File: src/rtl/bundle_snoop_pkg.sv
package bundle_snoop_pkg;
  typedef enum logic [1:0] {
    K_PASS  = 2'd0,
    K_STATE = 2'd1,
    K_GROUP = 2'd2,
    K_TRIG  = 2'd3
  } kind_e;
endpackage

File: src/rtl/bundle_snoop_decode.sv
module bundle_snoop_decode
  import bundle_snoop_pkg::*;
#(
  parameter int unsigned TYPE_W   = 9,
  parameter int unsigned SNG_BASE = 9'h050,
  parameter int unsigned NUM_SNG  = 4,
  parameter int unsigned GRP_BASE = 9'h100,
  parameter int unsigned GRP_LEN  = 16,
  parameter int unsigned TRG_BASE = 9'h1f8,
  parameter int unsigned NUM_TRG  = 8,
  parameter int unsigned SLOT_N   = NUM_SNG + GRP_LEN + NUM_TRG,
  parameter logic [SLOT_N-1:0] DROP_MASK = '0
) (
  input  logic [TYPE_W-1:0] type_i,
  output kind_e             kind_o,
  output logic [TYPE_W-1:0] off_o,
  output logic              drop_o
);
  localparam int unsigned SLOT_W = (SLOT_N > 1) ? $clog2(SLOT_N) : 1;

  logic [SLOT_W-1:0] slot;
  logic [31:0]       tv;

  always_comb begin
    tv     = 32'(type_i);
    kind_o = K_PASS;
    off_o  = '0;
    slot   = '0;
    if (tv >= SNG_BASE && tv < SNG_BASE + NUM_SNG) begin
      kind_o = K_STATE;
      off_o  = TYPE_W'(tv - SNG_BASE);
      slot   = SLOT_W'(tv - SNG_BASE);
    end else if (tv >= GRP_BASE && tv < GRP_BASE + GRP_LEN) begin
      kind_o = K_GROUP;
      off_o  = TYPE_W'(tv - GRP_BASE);
      slot   = SLOT_W'(NUM_SNG + (tv - GRP_BASE));
    end else if (tv >= TRG_BASE && tv < TRG_BASE + NUM_TRG) begin
      kind_o = K_TRIG;
      off_o  = TYPE_W'(tv - TRG_BASE);
      slot   = SLOT_W'(NUM_SNG + GRP_LEN + (tv - TRG_BASE));
    end
    drop_o = (kind_o != K_PASS) && DROP_MASK[slot];
  end
endmodule

File: src/rtl/bundle_snoop_fwd.sv
module bundle_snoop_fwd #(
  parameter int unsigned TYPE_W = 9,
  parameter int unsigned DATA_W = 32
) (
  input  logic              clk_i,
  input  logic              rst_ni,
  input  logic              in_valid_i,
  output logic              in_ready_o,
  input  logic [TYPE_W-1:0] in_type_i,
  input  logic [DATA_W-1:0] in_data_i,
  input  logic              drop_i,
  output logic              acc_o,
  output logic              out_valid_o,
  input  logic              out_ready_i,
  output logic [TYPE_W-1:0] out_type_o,
  output logic [DATA_W-1:0] out_data_o
);
  logic              vld_q;
  logic [TYPE_W-1:0] type_q;
  logic [DATA_W-1:0] data_q;

  assign in_ready_o  = !vld_q || out_ready_i;
  assign acc_o       = in_valid_i && in_ready_o;
  assign out_valid_o = vld_q;
  assign out_type_o  = type_q;
  assign out_data_o  = data_q;

  always_ff @(posedge clk_i or negedge rst_ni) begin
    if (!rst_ni) begin
      vld_q  <= 1'b0;
      type_q <= '0;
      data_q <= '0;
    end else begin
      if (in_ready_o) vld_q <= acc_o && !drop_i;
      if (acc_o && !drop_i) begin
        type_q <= in_type_i;
        data_q <= in_data_i;
      end
    end
  end


  hold_chk: assert property (@(posedge clk_i) disable iff (!rst_ni)
    out_valid_o && !out_ready_i |=> out_valid_o && $stable(out_type_o) && $stable(out_data_o));


  drop_chk: assert property (@(posedge clk_i) disable iff (!rst_ni)
    acc_o && drop_i |=> !out_valid_o);


  fwd_chk: assert property (@(posedge clk_i) disable iff (!rst_ni)
    acc_o && !drop_i |=> out_valid_o && out_data_o == $past(in_data_i)
                         && out_type_o == $past(in_type_i));
endmodule

File: src/rtl/bundle_snoop_regs.sv
module bundle_snoop_regs
  import bundle_snoop_pkg::*;
#(
  parameter int unsigned TYPE_W  = 9,
  parameter int unsigned DATA_W  = 32,
  parameter int unsigned NUM_SNG = 4,
  parameter int unsigned GRP_LEN = 16
) (
  input  logic                        clk_i,
  input  logic                        rst_ni,
  input  logic                        acc_i,
  input  kind_e                       kind_i,
  input  logic [TYPE_W-1:0]           off_i,
  input  logic [DATA_W-1:0]           data_i,
  output logic [NUM_SNG*DATA_W-1:0]   cfg_o,
  output logic [GRP_LEN*DATA_W-1:0]   grp_o
);
  for (genvar i = 0; i < NUM_SNG; i++) begin : g_sng
    logic [DATA_W-1:0] r_q;
    logic              we;
    assign we = acc_i && kind_i == K_STATE && 32'(off_i) == i;
    always_ff @(posedge clk_i or negedge rst_ni) begin
      if (!rst_ni)  r_q <= '0;
      else if (we)  r_q <= data_i;
    end
    assign cfg_o[i*DATA_W +: DATA_W] = r_q;
  end

  for (genvar k = 0; k < GRP_LEN; k++) begin : g_grp
    logic [DATA_W-1:0] r_q;
    logic              we;
    assign we = acc_i && kind_i == K_GROUP && 32'(off_i) == k;
    always_ff @(posedge clk_i or negedge rst_ni) begin
      if (!rst_ni)  r_q <= '0;
      else if (we)  r_q <= data_i;
    end
    assign grp_o[k*DATA_W +: DATA_W] = r_q;
  end


  quiet_chk: assert property (@(posedge clk_i) disable iff (!rst_ni)
    !acc_i |=> $stable(cfg_o) && $stable(grp_o));
endmodule

File: src/rtl/bundle_snoop.sv
module bundle_snoop
  import bundle_snoop_pkg::*;
#(
  parameter int unsigned TYPE_W    = 9,
  parameter int unsigned DATA_W    = 32,
  parameter int unsigned SNG_BASE  = 9'h050,
  parameter int unsigned NUM_SNG   = 4,
  parameter int unsigned GRP_BASE  = 9'h100,
  parameter int unsigned GRP_LEN   = 16,
  parameter int unsigned TRG_BASE  = 9'h1f8,
  parameter int unsigned NUM_TRG   = 8,
  parameter logic [NUM_SNG+GRP_LEN+NUM_TRG-1:0] DROP_MASK = '0,
  parameter int unsigned TRG_IDX_W = (NUM_TRG > 1) ? $clog2(NUM_TRG) : 1
) (
  input  logic                      clk_i,
  input  logic                      rst_ni,
  input  logic                      in_valid_i,
  output logic                      in_ready_o,
  input  logic [TYPE_W-1:0]         in_type_i,
  input  logic [DATA_W-1:0]         in_data_i,
  output logic                      out_valid_o,
  input  logic                      out_ready_i,
  output logic [TYPE_W-1:0]         out_type_o,
  output logic [DATA_W-1:0]         out_data_o,
  output logic [NUM_SNG*DATA_W-1:0] cfg_o,
  output logic [GRP_LEN*DATA_W-1:0] grp_o,
  output logic                      trig_o,
  output logic [TRG_IDX_W-1:0]      trig_idx_o,
  output logic [DATA_W-1:0]         trig_data_o
);
  localparam int unsigned SLOT_N = NUM_SNG + GRP_LEN + NUM_TRG;

  kind_e             kind;
  logic [TYPE_W-1:0] off;
  logic              drop;
  logic              acc;

  bundle_snoop_decode #(
    .TYPE_W(TYPE_W), .SNG_BASE(SNG_BASE), .NUM_SNG(NUM_SNG),
    .GRP_BASE(GRP_BASE), .GRP_LEN(GRP_LEN), .TRG_BASE(TRG_BASE),
    .NUM_TRG(NUM_TRG), .SLOT_N(SLOT_N), .DROP_MASK(DROP_MASK)
  ) u_dec (
    .type_i(in_type_i), .kind_o(kind), .off_o(off), .drop_o(drop)
  );

  bundle_snoop_fwd #(.TYPE_W(TYPE_W), .DATA_W(DATA_W)) u_fwd (
    .clk_i, .rst_ni,
    .in_valid_i, .in_ready_o, .in_type_i, .in_data_i,
    .drop_i(drop), .acc_o(acc),
    .out_valid_o, .out_ready_i, .out_type_o, .out_data_o
  );

  bundle_snoop_regs #(
    .TYPE_W(TYPE_W), .DATA_W(DATA_W), .NUM_SNG(NUM_SNG), .GRP_LEN(GRP_LEN)
  ) u_regs (
    .clk_i, .rst_ni, .acc_i(acc), .kind_i(kind), .off_i(off),
    .data_i(in_data_i), .cfg_o, .grp_o
  );

  always_ff @(posedge clk_i or negedge rst_ni) begin
    if (!rst_ni) begin
      trig_o      <= 1'b0;
      trig_idx_o  <= '0;
      trig_data_o <= '0;
    end else begin
      trig_o <= acc && kind == K_TRIG;
      if (acc && kind == K_TRIG) begin
        trig_idx_o  <= TRG_IDX_W'(off);
        trig_data_o <= in_data_i;
      end
    end
  end


  trig_src_chk: assert property (@(posedge clk_i) disable iff (!rst_ni)
    trig_o |-> $past(in_valid_i && in_ready_o));
endmodule

File: config.mk
export PLATFORM = sky130hd
export DESIGN_NAME = bundle_snoop
export DESIGN_NICKNAME = d
export VERILOG_FILES = /design/src/rtl/bundle_snoop_pkg.sv /design/src/rtl/bundle_snoop_decode.sv /design/src/rtl/bundle_snoop_fwd.sv /design/src/rtl/bundle_snoop_regs.sv /design/src/rtl/bundle_snoop.sv
export SDC_FILE = /design/constraint.sdc
export NUM_CORES = 1
export LEC_CHECK = 0
export BUFFER_PORTS_ARGS = -buffer_cell sky130_fd_sc_hd__buf_2
export CAP_MARGIN = 10
export CORE_AREA = 2 2 297 299
export CTS_CLUSTER_SIZE = 20
export DETAILED_ROUTE_END_ITERATION = 6
export DIE_AREA = 0 0 299 301
export PLACE_DENSITY = 0.61
export REMOVE_ABC_BUFFERS = 1
export SYNTH_ARGS = -nofsm -noshare
export SYNTH_HDL_FRONTEND = slang
export SYNTH_HIERARCHICAL = 1
export SYNTH_SLANG_ARGS = --single-unit
File: constraint.sdc
create_clock -name clk_i -period 1.95 [get_ports clk_i]
set_input_delay 0.195 -clock clk_i [delete_from_list [all_inputs] [get_ports clk_i]]
set_output_delay 0.195 -clock clk_i [all_outputs]
set_load 0.01 [all_outputs]
==> impl_metrics.csv <==
group,metric,value,unit
outcome,status,"finished, violations left",
outcome,violations,"setup timing",
route,final_antenna_net_count,0,
power,ir_drop,729,uV
yosys,ys_seq_area_share,65.3,%
sta,tightest_slew,0.747,ns
global_routing,gr-total-overflow,0,
die,io_pins,764,
die,fp.dieW,299,um
die,dieArea,90000,um^2
power,p_leak,22.7,nW
route,vias_per_cell,4.87,
final_layout,layout.nets,2636,
yosys,synth_xor_area_share,0.0318,%
clock_network,cts-root-buf,"clkbuf_16",
worst_setup_path,path_class,"in2reg",
yosys,yosys.area.top_type,"dfrtp_1",
worst_setup_path,path_max_fanout,8,
yosys,synth.distinct_cells,42,
sta,clock_skew,0.0295,ns
power,intPower,25.9,mW
yosys,synthFlopType,"dfrtp_1",
sta,setup_ws,-0.354,ns
final_layout,final_util,46.5,%
power,powerDensity,843,nW/um^2
power,p_comb_share,8.1,%
run,drv_cap,0,
route,wl_per_cell,29.4,um
yosys,synth_top_area_share,65.3,%
sta,period_minus_slack,2.30,ns
sta,max_freq,434,MHz
route,drcViolationCount,0,
die,core,86500,um^2
yosys,yosys.cell_count.top_type,"dfrtp_1",
hold_path,min_path_type,"in2async",
global_routing,grt_max_degree,68,
worst_setup_path,crit_arrival,2.79,ns
die,die_h,301,um
sta,period_share,118,%
yosys,yosys_warnings,6,
global_routing,first_global_vias,19400,
power,sequentialPowerShare,46.7,%
yosys,synthTopCellsByArea,"dfrtp_1 65%, mux2_2 23%, mux2_1 5.1%",
clock_network,cts_buffers,79,
yosys,muxShareOfSynthArea,29.7,%
clock_network,clkSinkCount,718,
clock_network,clkTransAtPathRegs,0.06,ns
place,dp_hpwl,63.5,mm
route,vias,18500,
clock_network,clockBufferDepth,3,
worst_setup_path,r2r_slack,-0.31,ns
yosys,synth_common_cells,"718 x dfrtp_1, 563 x mux2_2, 124 x mux2_1",
yosys,syn_avg_cell_area,16.6,um^2
place,dpl_cell_area,33600,um^2
global_routing,grt_pass1_wl,139,mm
sta,setup_viol,640,
sta,grt_setup_unrepaired,"true",
power,power.total,33.9,mW
final_layout,area_delta_synth_final,46.0,%
worst_setup_path,endpoint_kind,"flip-flop",
yosys,syn_inst,1656,
power,p_clk_share,45.3,%
clock_network,htree_num_levels,3,
route,drt_iter0_drc,996,
final_layout,fillers,7597,
sta,finalSetupTns,-132.88,ns
yosys,synth_top_family_by_area,"multiplexers",
worst_setup_path,required,2.44,ns
worst_setup_path,cp-start-kind,"primary input",
yosys,synth_fa_ha_area_share,0.273,%
yosys,yosys.area_share.simple,1.67,%
power,swShare,23.4,%
yosys,syn_area,27500,um^2
place,gp_congestion,0.841,
place,port_buffers,763,
sta,slew_headroom,50.2,%
yosys,synth-compound-area-share,0.386,%
route,routed_wl,112,mm
yosys,ys_ff_latch,718,
yosys,synthArstFlopShare,100,%
clock_network,clk_latency,0.61,ns
sta,final_max_slew_viol_count,0,
yosys,synth_edf_count,0,
clock_network,cts_tree,"yes",
global_routing,antenna_found_initial,1,
die,start_util,31.8,%
power,p_sw,7.94,mW
sta,hold_viol,0,
final_layout,fin_area,40200,um^2
die,rows,108,
global_routing,groute.usage.overall,21.1,%
final_layout,drive_gt1_share,70.2,%
route,dr.pass1.iters,4,
[layout by cell type, fill, tap and decap left out, drive strengths merged, types with 5 or more instances in the layout]
cell type / Yosys / routed
dfrtp: 718 / 718
clkbuf: 81 / 144
nand4: 14 / 14
o21ai: 6 / 6
nor2: 5 / 5
nor4: 5 / 5
clkinv: 0 / 17
nand2: 5 / 5
dlygate4sd3: 0 / 11
ha: 6 / 6
buf: 56 / 938
mux2: 716 / 716
bufinv: 0 / 8
inv: 7 / 10
[state kept, by name, indices dropped and copies added, names as in the netlist]
name,cells
u_regs/g_sng.r_q,128
trig_idx_o,3
u_fwd/out_type_o,9
u_fwd/out_valid_o,1
trig_data_o,32
u_fwd/out_data_o,32
u_regs/g_grp.r_q,512
trig_o,1
[path summary, 6_finish.rpt]
| kind | cells past startpoint | end | startpoint |
|---|---|---|---|
| worst max register to register | 8 | u_regs/g_grp[11].r_q[23] | u_fwd/out_valid_o |
| worst min register to register | 1 | u_regs/g_grp[15].r_q[7] | u_regs/g_grp[15].r_q[7] |
| min in group clk_i | 4 | u_fwd/out_valid_o | in_valid_i |
| max in group asynchronous | 4 | u_regs/g_grp[3].r_q[18] | rst_ni |
| worst max-delay path | 14 | u_regs/g_grp[3].r_q[6] | in_type_i[3] |
| worst min-delay path | 2 | u_regs/g_grp[1].r_q[8] | rst_ni |
[critical path: stages]
cell       delay [ns]
buf_8            0.10
buf_6            0.12
or3_4            0.41
buf_6            0.14
nor2_4           0.17
o21ai_4          0.11
buf_6            0.13
o21ai_4          0.19
nor4bb_4         0.08
buf_4            0.16
nand4_1          0.18
buf_6            0.20
clkbuf_16        0.23
mux2_2           0.35
[layer usage]
| layer | part of all wire, % | GRT usage (%) | vias up |
|---|---|---|---|
| met5 | 0 | 0 | - |
| met4 | 3.3 | 7.94 | 0 |
| met3 | 7.2 | 5.28 | 188 |
| met2 | 47 | 34.7 | 754 |
| met1 | 42 | 27.0 | 9874 |
| li1 | - | - | 7684 |
[kinds of logic (layout without fill, tap and decap cells)]
kind of cell / Yosys count / after routing
flops: 718 / 718
buf+inv: 144 / 1131
mux: 716 / 716
xor+xnor: 1 / 1
compound gates: 16 / 16
fa+ha+maj: 6 / 6
simple gates: 54 / 54
other cells: 1 / 2
[area by class of cell]
cell class	instances	area (um^2)	share of cell area, %
Clock inverter	30	393	0.978
Antenna cell	1	2.50	0.00623
Inverter	7	28.8	0.0716
Timing Repair Buffer	985	7450	18.5
Sequential cell	718	18000	44.7
Multi-Input combinational cell	794	10600	26.4
Clock buffer	109	2280	5.67
Tap cell	1155	1450	3.60
[power by group through the flow]
| stage | clock [mW] | sequential, mW | combinational [mW] |
|---|---|---|---|
| after floorplan | 0 | 16.3 | 0.615 |
| after global placement | 0 | 16.0 | 2.44 |
| after detailed placement | 0 | 16.0 | 2.49 |
| after CTS | 15.7 | 15.8 | 2.60 |
| after global routing | 16.3 | 15.9 | 2.93 |
| final | 15.3 | 15.8 | 2.74 |
[metrics by stage]
stage,cells,hold WS (ns),worst slack (ns)
finish,3799,0.0761,-0.354
global route,3799,0.0798,-0.371
CTS,3745,0.0211,-0.260
detailed placement,3547,0.109,-1.12
global placement,3547,0.111,-1.08
floorplan,1519,-0.101,-1.86
[timing repair]
item	4_1_cts	5_1_grt
endpoints found under the hold margin	277	0
pin swaps	25	12
gates resized for setup	179	382
gates cloned	17	39
hold buffers	11	0
endpoints found under the setup margin	640	640
buffers inserted	31	19
Power figures use the tool's default switching activity.
